[src/rtl/cmseq_pkg.sv]
// Package: shared state codes and register offsets of the maintenance sequencer.
// Assumes byte offsets on an 8-bit register address.
package cmseq_pkg;

    typedef enum logic [4:0] {
        ST_IDLE    = 5'd0,
        ST_FL_DATA = 5'd12,
        ST_TAG_RD  = 5'd13,
        ST_PICK    = 5'd14,
        ST_WB      = 5'd15,
        ST_INV     = 5'd17
    } seq_state_e;

    localparam logic [7:0] OFS_ERRADDR = 8'h48;
    localparam logic [7:0] OFS_STATE   = 8'h4C;
    localparam logic [7:0] OFS_REQ     = 8'hC0;
    localparam logic [7:0] OFS_STAT    = 8'hC4;

    localparam int BIT_FLUSH   = 31;
    localparam int BIT_INV     = 30;
    localparam int BIT_FAIL    = 29;

endpackage

[src/rtl/cmseq_pick.sv]
// Way picker: finds the lowest way at or above a start pointer that is both valid
// and dirty. Assumes start may equal WAYS, meaning nothing is left in the set.
module cmseq_pick #(
    parameter int WAYS = 4,
    localparam int WAY_W = (WAYS > 1) ? $clog2(WAYS) : 1,
    localparam int PTR_W = WAY_W + 1
) (
    input  logic [WAYS-1:0]  valid,
    input  logic [WAYS-1:0]  dirty,
    input  logic [PTR_W-1:0] start,
    output logic             hit,
    output logic [WAY_W-1:0] idx
);

    logic [WAYS-1:0] cand;

    // Candidate mask: a modified line at or beyond the start pointer.
    for (genvar gi = 0; gi < WAYS; gi++) begin : g_cand
        assign cand[gi] = valid[gi] & dirty[gi] & (PTR_W'(gi) >= start);
    end

    // Priority encoder, lowest way wins.
    always_comb begin
        hit = 1'b0;
        idx = '0;
        for (int i = WAYS - 1; i >= 0; i--) begin
            if (cand[i]) begin
                hit = 1'b1;
                idx = WAY_W'(i);
            end
        end
    end

endmodule

[src/rtl/cmseq_walk.sv]
// Walker: steps through sets and ways for a flush and through sets for an
// invalidate. Assumes the tag and data stores return read data one cycle after
// the read and hold it until the next read.
module cmseq_walk
    import cmseq_pkg::*;
#(
    parameter int SETS    = 8,
    parameter int WAYS    = 4,
    parameter int DATA_W  = 32,
    parameter int LINE_OW = 4,
    localparam int SET_W  = (SETS > 1) ? $clog2(SETS) : 1,
    localparam int WAY_W  = (WAYS > 1) ? $clog2(WAYS) : 1,
    localparam int PTR_W  = WAY_W + 1,
    localparam int TAG_W  = 32 - SET_W - LINE_OW
) (
    input  logic                  clk,
    input  logic                  rst_n,
    input  logic                  flush_pend,
    input  logic                  inv_pend,
    output seq_state_e            state,
    output logic                  tag_rd_en,
    output logic [SET_W-1:0]      line_set,
    input  logic [WAYS-1:0]       tag_valid,
    input  logic [WAYS-1:0]       tag_dirty,
    input  logic [WAYS*TAG_W-1:0] tag_tags,
    output logic [WAYS-1:0]       tag_we,
    output logic                  tag_wvalid,
    output logic                  tag_wdirty,
    output logic                  dat_rd_en,
    output logic [WAY_W-1:0]      dat_way,
    input  logic [DATA_W-1:0]     dat_rdata,
    output logic                  bw_req,
    output logic [31:0]           bw_addr,
    output logic [DATA_W-1:0]     bw_data,
    input  logic                  bw_done,
    input  logic                  bw_err,
    output logic                  flush_fin,
    output logic                  flush_fail,
    output logic                  inv_fin,
    output logic                  err_pulse,
    output logic [31:0]           err_addr
);

    localparam logic [SET_W-1:0] LAST_SET = SET_W'(SETS - 1);

    seq_state_e       state_q;
    logic [SET_W-1:0] set_q;
    logic [PTR_W-1:0] ptr_q;
    logic [WAY_W-1:0] sel_q;
    logic             err_seen_q;
    logic             hit;
    logic [WAY_W-1:0] hit_idx;
    logic [TAG_W-1:0] sel_tag;

    cmseq_pick #(.WAYS(WAYS)) u_pick (
        .valid (tag_valid),
        .dirty (tag_dirty),
        .start (ptr_q),
        .hit   (hit),
        .idx   (hit_idx)
    );

    // Tag of the selected way and the write-back address built from it.
    assign sel_tag    = tag_tags[sel_q*TAG_W +: TAG_W];
    assign bw_addr    = {sel_tag, set_q, {LINE_OW{1'b0}}};
    assign bw_data    = dat_rdata;
    assign line_set   = set_q;
    assign dat_way    = sel_q;
    assign state      = state_q;
    assign flush_fail = err_seen_q;
    assign err_addr   = bw_addr;

    // Per-state strobes towards the stores, the backing port and the registers.
    always_comb begin
        tag_rd_en  = 1'b0;
        dat_rd_en  = 1'b0;
        bw_req     = 1'b0;
        tag_we     = '0;
        tag_wvalid = 1'b0;
        tag_wdirty = 1'b0;
        flush_fin  = 1'b0;
        inv_fin    = 1'b0;
        err_pulse  = 1'b0;
        case (state_q)
            ST_TAG_RD:  tag_rd_en = 1'b1;
            ST_FL_DATA: dat_rd_en = 1'b1;
            ST_PICK:    flush_fin = !hit && (set_q == LAST_SET);
            ST_WB: begin
                bw_req     = 1'b1;
                tag_wvalid = 1'b1;
                if (bw_done && !bw_err) tag_we = WAYS'(1) << sel_q;
                err_pulse  = bw_done && bw_err;
            end
            ST_INV: begin
                tag_we  = '1;
                inv_fin = (set_q == LAST_SET);
            end
            default: ;
        endcase
    end

    // Sequencing of the walk; the flush is taken before a pending invalidate.
    always_ff @(posedge clk) begin
        if (!rst_n) begin
            state_q    <= ST_IDLE;
            set_q      <= '0;
            ptr_q      <= '0;
            sel_q      <= '0;
            err_seen_q <= 1'b0;
        end else begin
            case (state_q)
                ST_IDLE: begin
                    set_q <= '0;
                    if (flush_pend) begin
                        err_seen_q <= 1'b0;
                        state_q    <= ST_TAG_RD;
                    end else if (inv_pend) begin
                        state_q <= ST_INV;
                    end
                end
                ST_TAG_RD: begin
                    ptr_q   <= '0;
                    state_q <= ST_PICK;
                end
                ST_PICK: begin
                    if (hit) begin
                        sel_q   <= hit_idx;
                        state_q <= ST_FL_DATA;
                    end else if (set_q == LAST_SET) begin
                        set_q   <= '0;
                        state_q <= inv_pend ? ST_INV : ST_IDLE;
                    end else begin
                        set_q   <= set_q + 1'b1;
                        state_q <= ST_TAG_RD;
                    end
                end
                ST_FL_DATA: state_q <= ST_WB;
                ST_WB: begin
                    if (bw_done) begin
                        if (bw_err) err_seen_q <= 1'b1;
                        ptr_q   <= PTR_W'(sel_q) + 1'b1;
                        state_q <= ST_PICK;
                    end
                end
                ST_INV: begin
                    if (set_q == LAST_SET) begin
                        set_q   <= '0;
                        state_q <= ST_IDLE;
                    end else begin
                        set_q <= set_q + 1'b1;
                    end
                end
                default: state_q <= ST_IDLE;
            endcase
        end
    end

    // an outstanding write-back keeps its address and data until done.
    p_wb_hold_r3: assert property (@(posedge clk) disable iff (!rst_n)
        bw_req && !bw_done |=> bw_req && $stable(bw_addr) && $stable(bw_data));

    // outside an invalidate, a state write follows only a clean completion.
    p_clean_after_ok_r4: assert property (@(posedge clk) disable iff (!rst_n)
        (tag_we != '0) && (state_q != ST_INV) |-> bw_done && !bw_err && $onehot0(tag_we));

    // with both pending in idle, the flush walk begins first.
    p_flush_first_r8: assert property (@(posedge clk) disable iff (!rst_n)
        (state_q == ST_IDLE) && flush_pend |=> (state_q == ST_TAG_RD));

    // a failure recorded in a walk survives until that walk reports.
    p_fail_kept_r5: assert property (@(posedge clk) disable iff (!rst_n)
        err_pulse |=> err_seen_q);

endmodule

[src/rtl/cmseq_regs.sv]
// Register file: request bits, completion status and the error-address capture.
// Assumes one write per cycle and a combinational read of the addressed word.
module cmseq_regs
    import cmseq_pkg::*;
(
    input  logic        clk,
    input  logic        rst_n,
    input  logic        reg_wr,
    input  logic [7:0]  reg_addr,
    input  logic [31:0] reg_wdata,
    output logic [31:0] reg_rdata,
    input  seq_state_e  state,
    input  logic        flush_fin,
    input  logic        flush_fail,
    input  logic        inv_fin,
    input  logic        err_pulse,
    input  logic [31:0] err_addr,
    output logic        flush_pend,
    output logic        inv_pend
);

    logic        flush_req_q;
    logic        inv_req_q;
    logic        flush_done_q;
    logic        flush_fail_q;
    logic        inv_done_q;
    logic        held_q;
    logic [31:0] latch_q;
    logic        wr_req;
    logic        set_flush;
    logic        set_inv;
    logic        clr_latch;

    assign wr_req    = reg_wr && (reg_addr == OFS_REQ);
    assign set_flush = wr_req && reg_wdata[BIT_FLUSH];
    assign set_inv   = wr_req && reg_wdata[BIT_INV];
    assign clr_latch = reg_wr && (reg_addr == OFS_ERRADDR) && (reg_wdata == 32'd0);
    assign flush_pend = flush_req_q;
    assign inv_pend   = inv_req_q;

    // Request bits: set by software, cleared by the matching completion.
    always_ff @(posedge clk) begin
        if (!rst_n) begin
            flush_req_q <= 1'b0;
            inv_req_q   <= 1'b0;
        end else begin
            if (set_flush)      flush_req_q <= 1'b1;
            else if (flush_fin) flush_req_q <= 1'b0;
            if (set_inv)        inv_req_q <= 1'b1;
            else if (inv_fin)   inv_req_q <= 1'b0;
        end
    end

    // Status bits: cleared by a new request, set by completion.
    always_ff @(posedge clk) begin
        if (!rst_n) begin
            flush_done_q <= 1'b0;
            flush_fail_q <= 1'b0;
            inv_done_q   <= 1'b0;
        end else begin
            if (set_flush) begin
                flush_done_q <= 1'b0;
                flush_fail_q <= 1'b0;
            end else if (flush_fin) begin
                flush_done_q <= 1'b1;
                flush_fail_q <= flush_fail;
            end
            if (set_flush || set_inv) inv_done_q <= 1'b0;
            else if (inv_fin)         inv_done_q <= 1'b1;
        end
    end

    // Error address: first error captured, held until software writes zero.
    always_ff @(posedge clk) begin
        if (!rst_n) begin
            held_q  <= 1'b0;
            latch_q <= '0;
        end else if (err_pulse && (!held_q || clr_latch)) begin
            held_q  <= 1'b1;
            latch_q <= err_addr;
        end else if (clr_latch) begin
            held_q  <= 1'b0;
            latch_q <= '0;
        end
    end

    // Read mux over the four visible words.
    always_comb begin
        reg_rdata = '0;
        case (reg_addr)
            OFS_ERRADDR: reg_rdata = latch_q;
            OFS_STATE:   reg_rdata[4:0] = state;
            OFS_REQ: begin
                reg_rdata[BIT_FLUSH] = flush_req_q;
                reg_rdata[BIT_INV]   = inv_req_q;
            end
            OFS_STAT: begin
                reg_rdata[BIT_FLUSH] = flush_done_q;
                reg_rdata[BIT_INV]   = inv_done_q;
                reg_rdata[BIT_FAIL]  = flush_fail_q;
            end
            default: reg_rdata = '0;
        endcase
    end

    // a captured address is not replaced until software clears it.
    p_first_err_r9: assert property (@(posedge clk) disable iff (!rst_n)
        held_q && !clr_latch |=> held_q && $stable(latch_q));

    // flush done appears only as its request bit drops.
    p_done_with_req_r2: assert property (@(posedge clk) disable iff (!rst_n)
        $rose(flush_done_q) |-> $fell(flush_req_q));

    // a failed flag is never shown without the done flag.
    p_fail_needs_done_r5: assert property (@(posedge clk) disable iff (!rst_n)
        flush_fail_q |-> flush_done_q);

    // a flush request write empties the status word on the next cycle.
    p_stat_clear_r6: assert property (@(posedge clk) disable iff (!rst_n)
        set_flush |=> !flush_done_q && !flush_fail_q && !inv_done_q);

endmodule

[src/rtl/cache_maint_seq.sv]
// Top of the cache maintenance sequencer: joins the register file and the walker.
// Assumes external tag/data stores with one-cycle held read data and a backing
// write port answering each request with a single-cycle done.
module cache_maint_seq
    import cmseq_pkg::*;
#(
    parameter int SETS    = 8,
    parameter int WAYS    = 4,
    parameter int DATA_W  = 32,
    parameter int LINE_OW = 4,
    localparam int SET_W  = (SETS > 1) ? $clog2(SETS) : 1,
    localparam int WAY_W  = (WAYS > 1) ? $clog2(WAYS) : 1,
    localparam int TAG_W  = 32 - SET_W - LINE_OW
) (
    input  logic                  clk,
    input  logic                  rst_n,
    input  logic                  reg_wr,
    input  logic [7:0]            reg_addr,
    input  logic [31:0]           reg_wdata,
    output logic [31:0]           reg_rdata,
    output logic                  tag_rd_en,
    output logic [SET_W-1:0]      line_set,
    input  logic [WAYS-1:0]       tag_valid,
    input  logic [WAYS-1:0]       tag_dirty,
    input  logic [WAYS*TAG_W-1:0] tag_tags,
    output logic [WAYS-1:0]       tag_we,
    output logic                  tag_wvalid,
    output logic                  tag_wdirty,
    output logic                  dat_rd_en,
    output logic [WAY_W-1:0]      dat_way,
    input  logic [DATA_W-1:0]     dat_rdata,
    output logic                  bw_req,
    output logic [31:0]           bw_addr,
    output logic [DATA_W-1:0]     bw_data,
    input  logic                  bw_done,
    input  logic                  bw_err
);

    seq_state_e  state;
    logic        flush_pend;
    logic        inv_pend;
    logic        flush_fin;
    logic        flush_fail;
    logic        inv_fin;
    logic        err_pulse;
    logic [31:0] err_addr;

    cmseq_regs u_regs (
        .clk        (clk),
        .rst_n      (rst_n),
        .reg_wr     (reg_wr),
        .reg_addr   (reg_addr),
        .reg_wdata  (reg_wdata),
        .reg_rdata  (reg_rdata),
        .state      (state),
        .flush_fin  (flush_fin),
        .flush_fail (flush_fail),
        .inv_fin    (inv_fin),
        .err_pulse  (err_pulse),
        .err_addr   (err_addr),
        .flush_pend (flush_pend),
        .inv_pend   (inv_pend)
    );

    cmseq_walk #(
        .SETS    (SETS),
        .WAYS    (WAYS),
        .DATA_W  (DATA_W),
        .LINE_OW (LINE_OW)
    ) u_walk (
        .clk        (clk),
        .rst_n      (rst_n),
        .flush_pend (flush_pend),
        .inv_pend   (inv_pend),
        .state      (state),
        .tag_rd_en  (tag_rd_en),
        .line_set   (line_set),
        .tag_valid  (tag_valid),
        .tag_dirty  (tag_dirty),
        .tag_tags   (tag_tags),
        .tag_we     (tag_we),
        .tag_wvalid (tag_wvalid),
        .tag_wdirty (tag_wdirty),
        .dat_rd_en  (dat_rd_en),
        .dat_way    (dat_way),
        .dat_rdata  (dat_rdata),
        .bw_req     (bw_req),
        .bw_addr    (bw_addr),
        .bw_data    (bw_data),
        .bw_done    (bw_done),
        .bw_err     (bw_err),
        .flush_fin  (flush_fin),
        .flush_fail (flush_fail),
        .inv_fin    (inv_fin),
        .err_pulse  (err_pulse),
        .err_addr   (err_addr)
    );

    // the state code in idle never coexists with store or backing activity.
    p_idle_quiet_r10: assert property (@(posedge clk) disable iff (!rst_n)
        (state == ST_IDLE) |-> !bw_req && !tag_rd_en && !dat_rd_en && (tag_we == '0));

endmodule

[config.mk]
export PLATFORM = sky130hd
export DESIGN_NAME = cache_maint_seq
export DESIGN_NICKNAME = d
export VERILOG_FILES = /design/src/rtl/cmseq_pkg.sv /design/src/rtl/cmseq_pick.sv /design/src/rtl/cmseq_walk.sv /design/src/rtl/cmseq_regs.sv /design/src/rtl/cache_maint_seq.sv
export SDC_FILE = /design/constraint.sdc
export NUM_CORES = 1
export LEC_CHECK = 0
export ABC_CLOCK_PERIOD_IN_PS = 2500
export BUFFER_PORTS_ARGS = -buffer_cell sky130_fd_sc_hd__clkbuf_2
export CAP_MARGIN = 20
export CORE_AREA = 10 10 107 109
export CTS_BUF_LIST = sky130_fd_sc_hd__clkbuf_16
export CTS_CLUSTER_DIAMETER = 100
export DETAILED_ROUTE_END_ITERATION = 6
export DIE_AREA = 0 0 117 119
export HOLD_SLACK_MARGIN = 0.15
export PLACE_DENSITY = 0.76
export SKIP_CTS_REPAIR_TIMING = 1
export SYNTH_ARGS = -nofsm -noshare
export SYNTH_HDL_FRONTEND = slang
export SYNTH_SLANG_ARGS = --single-unit
[constraint.sdc]
create_clock -name clk -period 2.5 [get_ports clk]
set_input_delay 0.5 -clock clk [delete_from_list [all_inputs] [get_ports clk]]
set_output_delay 0.5 -clock clk [all_outputs]
set_load 0.02 [all_outputs]
* Word level (Yosys, flattened, before mapping)
Cells that the tools add are included.
Word-level totals: bits in registers 48, latch bits 0, bits in writable memories 0, memory bits (read-only) 0, bits of input ports 185, output and inout port bits 110, logic and storage cells 120, memories 0
Operators by class: add/subtract/negate cells 2, $mul 1, div/mod/pow operators 0, order comparisons 4, eq/ne operators 16, shifts and indexed selects 2, mux-type cells 45, bitwise logic cells 9, reductions and logical operators 29
Operators with widths (number):
- 100-bit by 8-bit indexed part select with 25-bit output | 1
- 32-bit two-way mux | 2
- 5-bit two-way mux | 7
- 32-bit zero test | 1
- 5-bit case mux with 6 select lines | 1
- 24-bit two-way mux | 1
- 5-bit by 4-bit == test with 1-bit output, second input constant | 4
- 1-bit two-way mux | 19
- 8-bit by 7-bit == test with 1-bit output, second input constant | 2
- 8-bit == test, second input constant | 2
- 5-bit case mux with 2 select lines | 1
- 2-bit nonzero test | 5
- 1-bit logical AND | 9
- 3-bit two-way mux | 3
- 3-bit case mux with 3 select lines | 1
- 1-bit bitwise AND | 8
- 2-bit two-way mux | 4
- 2-bit != test, second input constant | 4
- 4-bit case mux with 2 select lines | 1
- 2-bit by 5-bit multiplier with 7-bit output, second input constant | 1
- 1-bit by 3-bit greater-or-equal comparator with 1-bit output, first input constant | 2
- 2-bit by 3-bit greater-or-equal comparator with 1-bit output, first input constant | 2
- 2-bit case mux with 3 select lines | 1
- 3-bit case mux with 2 select lines | 1
- 18 further kinds | 25

* Logic depth before layout (Yosys ltp)
Gate-level depths: netlist (run 1).
depth in word-level cells 11, gate-level depth with buffers 8

* Hierarchy
From an unflattened synthesis (run 1), not the netlist that was laid out.
Second synthesis, totals: cell total of the unflattened synthesis 380, area, all modules 3733.6 µm²
Modules (own cells, without submodules):
- cmseq_walk | instances 1, cells each 205, area each 2029.4 µm², sequential area each 260.2 µm²
- cmseq_regs | instances 1, cells each 163, area each 1630.3 µm², sequential area each 760.7 µm²
- cmseq_pick | instances 1, cells each 12, area each 73.8 µm², sequential area each 0.0 µm²

* Least setup slack after synthesis (run 1)
Ideal clock, no wire load.
path type reg-to-output, start point reg u_walk.sel_q[0], in the netlist u_walk.dat_way[0], end point out bw_addr[14], arrival time 1.703 ns, required time 2.000 ns, slack 0.297 ns, cell stages (with the launch flop) 4, buffers on the path 2, cells stage by stage dfxtp_1 buf_2 buf_2 mux4_2
On the way: word-level cells in the longest chain between the ends 2
Ends and longest elaborated chain:
- start, declared | RTL line cmseq_walk.sv:49 | logic [WAY_W-1:0] sel_q;
- start signal, assigned | RTL line cmseq_walk.sv:127 | sel_q <= hit_idx;
- 2-bit by 5-bit multiplier with 7-bit output | RTL line cmseq_walk.sv:64 | assign sel_tag = tag_tags[sel_q*TAG_W +: TAG_W];
- 100-bit by 8-bit indexed part select with 25-bit output | RTL line cmseq_walk.sv:64
- end, declared | RTL line cache_maint_seq.sv:33 | output logic [31:0] bw_addr,
Every way passes these cells.

* Worst setup path in the final report (run 1)
start point reg u_walk.state_q[3], in the netlist u_walk.state[3], end point out tag_we[2]
On the way: word-level cells in the longest chain between the ends 2
Ends and longest elaborated chain:
- start, declared | RTL line cmseq_walk.sv:46 | seq_state_e state_q;
- start signal, assigned | RTL line cmseq_walk.sv:131 | state_q <= inv_pend ? ST_INV : ST_IDLE;
- 5-bit == test or 5-bit by 4-bit == test with 1-bit output (tied branches) | RTL line cmseq_walk.sv:84 | case (state_q)
- 4-bit case mux with 2 select lines (*) | RTL line cmseq_walk.sv:84
- end, declared | RTL line cache_maint_seq.sv:26 | output logic [WAYS-1:0] tag_we,
Every way passes the cells marked *; elsewhere a longest branch is shown, timed or not.

==> impl_metrics.yaml, run 1 <==
synth:
  ys_ff_latch: 47
  syn_area_per_cell_um2: 9.62
  yosysWarnings: 0
  synth_edf_count: 0
  syn_area_um2: 3250
  ys.flop_type: "dfxtp_1"
  synth_cell_types: 49
  ys_async_sr_fraction: 0
  ys_seq_area_frac: 0.289
  yosys.area.top_type_share: 0.289
  postSynthCellCount: 338
  synth_top_area_cell: "dfxtp_1"
  ys_top_cells_by_area: "dfxtp_1, mux4_2, buf_4, a22o_1, and2_1"
floorplan:
  initial_utilization: 0.344
  io-pin-count: 295
  num_rows: 36
  die_x_um: 117
  die_y_um: 119
  coreArea_um2: 9460
  die-area_um2: 13900
critical_path:
  critical_path.max_stage_delay_ns: 0.50
  setup.worst_path.start: "u_walk.state[3]"
  r2r-start: "u_walk.ptr_q[0]"
  cp.arrival_ns: 1.81
  cp_max_fo: 11
  cp-endpoint: "tag_we[2]"
  reg2reg_slack_ns: 0.47
  crit_type: "reg -> out"
  endpoint_kind: "output port"
  cpMostUsedCell: "nand2_1"
  crit_slowest_cell: "dfxtp_1"
  crit_required_ns: 2.00
  crit_chain: "and4b_2 > nand2_1 > nor2_1 > nand2_1 > nand2_1 > clkbuf_2"
  cp_num_buf_inv: 1
  worstReg2RegEnd: "u_walk.dat_way[0]"
  rr_worst_depth: 5
  crit_family: "simple AND/OR/NAND/NOR gates"
  crit_cells: 6
  startpoint_type: "register"
global_routing:
  overflow: 0
  grt_max_degree: 29
  first_global_vias: 3606
  antenna_found_initial: 0
  grt.total_usage: 0.166
  grt_pass1_wl_um: 18600
place:
  port_buffers: 225
  dp_hpwl_um: 10500
  dp.cells: 625
  place.gp.congestion: 0.858
timing:
  timing_hold_violations_final: 0
  worst_pin_slew_ns: 0.767
  final.setup.tns_ns: 0
  slew_viol_final: 0
  rsz0062_at_grt: "false"
  skew_ns: 0.00810
  min_period_ns: 2.31
  setup_viol_count_final: 0
  fmax_mhz: 434
  fin_hold_ws_ns: 0.472
  post-route-period-util: 0.922
  relSlewSlack: 0.484
final_layout:
  area_growth_pct: 33.7
  final_common_cell: "clkbuf_2"
  fin_nets: 710
  fin_cells: 634
  antenna_cells: 0
  n_fill_cell: 896
  drive_gt1_frac: 0.535
  layout_common_cells: "clkbuf_2, dfxtp_1, a22o_1, and2_1, mux4_2"
route:
  via_count: 3447
  routed_wl_um: 12600
  drt-initial-drc-count: 213
  drt_pass1_iterations: 5
  drtAntennaViolNets: 0
  drc: 0
  wire_per_inst_um: 19.8
  avgViaCountPerCell: 5.44
run:
  maxCapViolCount: 0
clocking:
  cts_tree: "built"
  clk_latency_ns: 0.29
  numCtsBuffers: 5
  cts_max_level: 2
  clk_path_buf_depth: 2
  cts-root-buf: "clkbuf_16"
  clkTransAtPathRegs_ns: 0.07
  clock_sinks: 47
pwr:
  p_leak_nw: 2.04
  power-per-cell-area_nw_per_um2: 399
  ir_drop_mv: 0.250
status:
  outcome: "completed"
min_path:
  hold_path.class: "reg -> reg"
layout make-up:
cell class                      count  area [um^2]  area share
Clock buffer                        5          125      0.0288
Clock inverter                      3         16.3     0.00374
Inverter                            6         22.5     0.00518
Multi-Input combinational cell    226         1890       0.436
Sequential cell                    47          942       0.217
Tap cell                          114          143      0.0328
Timing Repair Buffer              233         1210       0.277
per-layer routing:
layer | GRT usage | wire length, um | up-vias
li1 | - | - | 1588
met1 | 0.183 | 4680 | 1616
met2 | 0.290 | 6220 | 213
met4 | 0.0510 | 235 | 0
met3 | 0.0567 | 1420 | 30
met5 | 0 | 0 | -
metrics by stage:
step | worst slack [ns] | util | cell area (um^2) | power [mW]
after CTS | 0.104 | 0.458 | 4330 | 1.75
after floorplan | 0.297 | - | 3270 | 1.01
after global placement | 0.267 | 0.443 | 4190 | 1.09
after detailed placement | 0.190 | 0.443 | 4190 | 1.10
final | 0.195 | 0.460 | 4350 | 1.74
after global routing | 0.0521 | 0.460 | 4350 | 1.81
state kept, by name, indices dropped and copies added (netlist names):
name,flops
u_regs.latch_q,28
u_walk.state,4
u_walk.line_set,3
u_walk.ptr_q,3
u_walk.dat_way,2
u_regs.flush_done_q,1
u_regs.flush_fail_q,1
u_regs.flush_pend,1
u_regs.held_q,1
u_regs.inv_done_q,1
u_regs.inv_pend,1
u_walk.flush_fail,1
cells in the mapped netlist, types with 2 or more instances:
cell and number:
dfxtp_1 47, nand2_1 20, nor4_2 4, nor2b_1 2
or4_1 3, mux4_2 25, a21oi_1 18, a31oi_1 2
a211oi_1 2, o21bai_1 2, nor3_1 4, nor4_1 7
buf_4 42, and2_1 26, o21ai_0 13, inv_1 6
a22oi_1 2, nor2_1 15, o211ai_1 3, and3_1 4
buf_6 2, ha_1 6, clkbuf_1 12, a22o_1 28
nand3_1 9, buf_2 7, o2111ai_1 3, nand2b_1 3
how the worst min path moves through the flow:
stage | start | end | slack (ns) | depth (start not counted)
2_1_floorplan | u_regs.flush_done_q | u_regs.flush_done_q | 0.44 | 2
3_3_place_gp | u_regs.latch_q[13] | u_regs.latch_q[13] | 0.45 | 1
3_5_place_dp | u_regs.latch_q[13] | u_regs.latch_q[13] | 0.46 | 1
4_1_cts | reg_wdata[30] | u_regs.inv_done_q | 0.46 | 2
5_1_grt | reg_wdata[30] | u_regs.inv_done_q | 0.48 | 2
6_report | u_regs.latch_q[8] | u_regs.latch_q[8] | 0.47 | 1
cell families (layout without fill, tap and decap cells):
group,after synthesis,after routing,share of synthesized area
simple gates,107,107,0.194
other cells,1,5,0.00115
fa+ha+maj,6,6,0.0231
buf+inv,69,247,0.135
compound gates,82,82,0.181
mux,26,26,0.176
flops,47,47,0.289
power by group:
group	internal, mW	total [mW]	switching (mW)
combinational	0.157	0.323	0.166
sequential	0.755	0.769	0.0133
clock	0.365	0.644	0.279
total	1.28	1.74	0.458
(Power assumes the default switching activity.)
==> run 2, diff against run 1 <==
RECOVER_POWER = 25   (was default)
==> run 2 against run 1 <==
Maximum frequency is essentially flat. First-iteration DRC count grew 5.2%. Via count grew 0.49%. Routed wire length is essentially flat. Clock power is essentially flat. Register-to-register slack is essentially flat. Power is essentially flat. Sequential cell count is the same.
==> impl_metrics.yaml, run 2 (synthesis results as in run 1) <==
critical_path:
  r2r-start: "u_walk.ptr_q[0]"
  crit_family: "simple AND/OR/NAND/NOR gates"
  cp.arrival_ns: 1.81
  crit_required_ns: 2.00
  critical_path.max_stage_delay_ns: 0.51
  crit_slowest_cell: "dfxtp_1"
  cp_max_fo: 11
  endpoint_kind: "output port"
  crit_type: "reg -> out"
  crit_cells: 6
  setup.worst_path.start: "u_walk.state[3]"
  cp_num_buf_inv: 1
  cpMostUsedCell: "nand2_1"
  rr_worst_depth: 5
  crit_chain: "and4b_2 > nand2_1 > nor2_1 > nand2_1 > nand2_1 > clkbuf_2"
  startpoint_type: "register"
clocking:
  cts-root-buf: "clkbuf_16"
  clk_path_buf_depth: 2
  cts_max_level: 2
  clk_latency_ns: 0.29
  clock_sinks: 47
  cts_tree: "built"
  clkTransAtPathRegs_ns: 0.07
  numCtsBuffers: 5
place:
  port_buffers: 225
  dp_hpwl_um: 10500
  placed_area_um2: 4190
  pre_cts_ws_ns: 0.190
  dp.cells: 625
  place.gp.congestion: 0.858
route:
  wire_per_inst_um: 19.8
  drt-initial-drc-count: 224
  via_count: 3464
  drtAntennaViolNets: 0
  avgViaCountPerCell: 5.46
  drc: 0
  routed_wl_um: 12600
  drt_pass1_iterations: 5
timing:
  setup_viol_count_final: 0
  fin_hold_ws_ns: 0.472
  fmax_mhz: 433
  timing_hold_violations_final: 0
  relSlewSlack: 0.512
  final.setup.tns_ns: 0
  worst_pin_slew_ns: 0.725
  skew_ns: 0.00935
  slew_viol_final: 0
  min_period_ns: 2.31
  post-route-period-util: 0.923
  rsz0062_at_grt: "false"
  setup_slack_ns: 0.193
final_layout:
  fin_cells: 634
  area_growth_pct: 33.5
  largest_reg_flops: 28
  antenna_cells: 0
  fin_nets: 710
  drive_gt1_frac: 0.525
  top_register: "u_regs.latch_q"
  layout_common_cells: "clkbuf_2, dfxtp_1, a22o_1, and2_1, mux4_2"
  final_design_area_no_fill_um2: 4340
  final_common_cell: "clkbuf_2"
  utilization: 0.459
pwr:
  power_frac_seq: 0.442
  power-per-cell-area_nw_per_um2: 400
  power_mw: 1.74
  internal_power_mw: 1.28
  netSwitchingFraction: 0.265
  p_leak_nw: 2.03
  ir_drop_mv: 0.250
  switchingPower_uw: 460
  clkPwrFrac: 0.372
  p_comb_frac: 0.186
floorplan:
  die_y_um: 119
  initial_utilization: 0.344
  coreArea_um2: 9460
  die_x_um: 117
  num_rows: 36
  die-area_um2: 13900
  io-pin-count: 295
min_path:
  hold_path.class: "reg -> reg"
  min_path_cells: 1
  min_from: "u_regs.latch_q[8]"
global_routing:
  grt_max_degree: 29
  antenna_found_initial: 0
  overflow: 0
  first_global_vias: 3606
  grt.total_usage: 0.166
  grt_pass1_wl_um: 18600
run:
  maxCapViolCount: 0
status:
  outcome: "completed"
[run 2: changes by cell type in the layout (fill, tap and decap cells not counted)]
cell and change:
clkbuf_1 +5, clkbuf_2 -5
[run 2: layout make-up]
class / instances / area, um^2
well taps: 114 / 143
flip-flops and latches: 47 / 942
repair buffers: 233 / 1200
inverters: 6 / 22.5
fillers: 901 / 5120
multi-input cells: 226 / 1890
clock inverters: 3 / 16.3
clock buffers: 5 / 125
[run 2: worst paths after layout]
kind | slack (ns) | endpoint
min reg2reg | 0.47 | u_regs.latch_q[8]
min | 0.47 | u_regs.latch_q[8]
max | 0.19 | tag_we[2]
max reg2reg | 0.48 | u_walk.dat_way[0]
[run 2: worst reg2reg max path: stages (launching register included)]
cell      delay (ns)
dfxtp_1         0.33
nand3b_1        0.20
a21oi_1         0.37
o21bai_1        0.26
or4_1           0.58
a21oi_1         0.18
[run 2: layer usage]
layer,global-route usage,wire length (um),share of wire
met1,0.183,4690,0.37
met2,0.290,6200,0.49
met3,0.0567,1410,0.11
met4,0.0510,256,0.020
met5,0,0,0
[run 2: power groups by stage]
stage / combinational [mW] / clock (mW) / sequential (mW)
5_1_grt: 0.355 / 0.686 / 0.769
4_1_cts: 0.319 / 0.662 / 0.768
2_1_floorplan: 0.229 / 0 / 0.781
3_3_place_gp: 0.308 / 0 / 0.783
3_5_place_dp: 0.317 / 0 / 0.785
6_report: 0.323 / 0.646 / 0.769
==> run 3, diff against run 2 <==
ABC_AREA = 1   (was default)
CORE_AREA = default   (was 10 10 107 109)
CORE_MARGIN = 10   (was default)
CORE_UTILIZATION = 40   (was default)
DIE_AREA = default   (was 0 0 117 119)
PLACE_DENSITY = 0.82   (was 0.76)
==> run 3 against run 2 <==
Largest cell class unchanged. Cell count rose by 38%. Critical path type unchanged. Sequential power is 2% higher. Largest power group unchanged. Non-clock buffer count increased by 7.
==> impl_metrics.yaml, run 3 <==
route:
  via_count: 4572
  drtAntennaViolNets: 0
  drt-initial-drc-count: 185
  avgViaCountPerCell: 5.22
  drt_pass1_iterations: 5
  routed_wl_um: 15200
  wire_per_inst_um: 17.4
  drc: 0
clocking:
  clk_path_buf_depth: 2
  clock_sinks: 47
  cts_max_level: 2
  cts-root-buf: "clkbuf_16"
  numCtsBuffers: 5
  cts_tree: "built"
  clk_latency_ns: 0.28
  clkTransAtPathRegs_ns: 0.06
synth:
  syn_area_um2: 3670
  yosys.area.top_type_share: 0.256
  ys.flop_type: "dfxtp_1"
  postSynthCellCount: 595
  ys_seq_area_frac: 0.256
  syn_area_per_cell_um2: 6.17
  ys_top_cells_by_area: "dfxtp_1, nor2_1, buf_4, o21ai_0, inv_1"
  synth_cell_types: 32
  synth_edf_count: 0
  ys_async_sr_fraction: 0
  yosys-top-cells-count: "nor2_1, inv_1, o21ai_0"
  yosysMostFrequentCell: "nor2_1"
  ys_ff_latch: 47
  yosysWarnings: 0
  synth_top_area_cell: "dfxtp_1"
pwr:
  power_frac_seq: 0.416
  power-per-cell-area_nw_per_um2: 399
  netSwitchingFraction: 0.306
  p_comb_frac: 0.244
  switchingPower_uw: 577
  clkPwrFrac: 0.341
  power_mw: 1.89
  ir_drop_mv: 0.226
  p_leak_nw: 2.24
  internal_power_mw: 1.31
floorplan:
  die_x_um: 116
  num_rows: 34
  io-pin-count: 295
  die_y_um: 116
  die-area_um2: 13400
  initial_utilization: 0.415
  coreArea_um2: 8850
critical_path:
  cp_max_fo: 20
  reg2reg_slack_ns: 0.63
  crit_family: "buffers and inverters"
  endpoint_kind: "output port"
  startpoint_type: "register"
  crit_type: "reg -> out"
  cp.arrival_ns: 1.86
  critical_path.max_stage_delay_ns: 0.45
  cp_num_buf_inv: 2
  crit_slowest_cell: "inv_1"
  crit_required_ns: 2.00
  crit_chain: "inv_1 > o21ai_0 > o22ai_1 > clkbuf_2"
global_routing:
  antenna_found_initial: 0
  grt_pass1_wl_um: 23300
  overflow: 0
  grt_max_degree: 55
  grt.total_usage: 0.216
  first_global_vias: 4528
final_layout:
  fin_nets: 959
  area_growth_pct: 28.8
  final_common_cell: "clkbuf_2"
  n_fill_cell: 953
  layout_common_cells: "clkbuf_2, nor2_1, inv_1, o21ai_0, nand2_1"
  utilization: 0.535
  drive_gt1_frac: 0.326
  top_register: "u_regs.latch_q"
  antenna_cells: 0
  largest_reg_flops: 28
timing:
  setup_viol_count_final: 0
  fin_hold_ws_ns: 0.461
  relSlewSlack: 0.440
  post-route-period-util: 0.942
  timing_hold_violations_final: 0
  worst_pin_slew_ns: 0.840
  min_period_ns: 2.36
  skew_ns: 0.00296
  fmax_mhz: 425
  rsz0062_at_grt: "false"
  final.setup.tns_ns: 0
  slew_viol_final: 0
place:
  port_buffers: 225
  dp_hpwl_um: 12200
  place.gp.congestion: 0.954
status:
  outcome: "completed"
run:
  maxCapViolCount: 0
min_path:
  hold_path.class: "reg -> reg"
-- run 3: layer usage --
layer | wire length [um] | vias to the layer above | GRT usage | part of all wire
met5 | 0 | - | 0 | 0
met1 | 5590 | 1990 | 0.222 | 0.37
met2 | 7200 | 258 | 0.372 | 0.47
li1 | - | 2274 | - | -
met3 | 1870 | 50 | 0.0977 | 0.12
met4 | 581 | 0 | 0.0992 | 0.038
-- run 3: final timing paths --
check,start,endpoint,cells after the start
max,u_walk.dat_way[1],bw_addr[10],4
min reg2reg,u_regs.inv_done_q,u_regs.inv_done_q,2
max reg2reg,u_walk.state[3],u_regs.latch_q[14],7
min,u_regs.inv_done_q,u_regs.inv_done_q,2
-- run 3: layout make-up --
cell class | instances | area [um^2] | area share
well taps | 108 | 135 | 0.0286
clock buffers | 5 | 125 | 0.0265
flip-flops and latches | 47 | 942 | 0.199
repair buffers | 240 | 1260 | 0.266
multi-input cells | 399 | 1980 | 0.418
inverters | 75 | 283 | 0.0598
clock inverters | 2 | 8.76 | 0.00185
-- run 3: cell families after synthesis --
logic type,synth area share
and+or+nand+nor,0.256
AOI/OAI and AO/OA,0.258
other,0.00102
DFF,0.256
buffers and inverters,0.208
adders and majority gates,0.0204
-- run 3: worst reg2reg max path, stage by stage, from the launching register on --
cell and delay [ns]:
dfxtp_1 0.42, nand2_1 0.18, nor3_4 0.29, buf_4 0.19
nand3_2 0.08, buf_4 0.24, o211ai_1 0.23, a21oi_1 0.09
-- run 3: stage by stage --
step	setup slack, ns	area (um^2)	std cells
2_1_floorplan	0.392	3690	599
6_report	0.145	4730	876
3_3_place_gp	0.344	4610	869
3_5_place_dp	0.331	4610	869
4_1_cts	0.0706	4740	876
5_1_grt	0.00247	4730	876
-- run 3: power by group through the flow --
stage	combinational (mW)	clock, mW	sequential, mW
CTS	0.461	0.656	0.784
detailed placement	0.457	0	0.800
floorplan	0.334	0	0.798
global route	0.521	0.691	0.787
finish	0.459	0.642	0.784
global placement	0.453	0	0.800
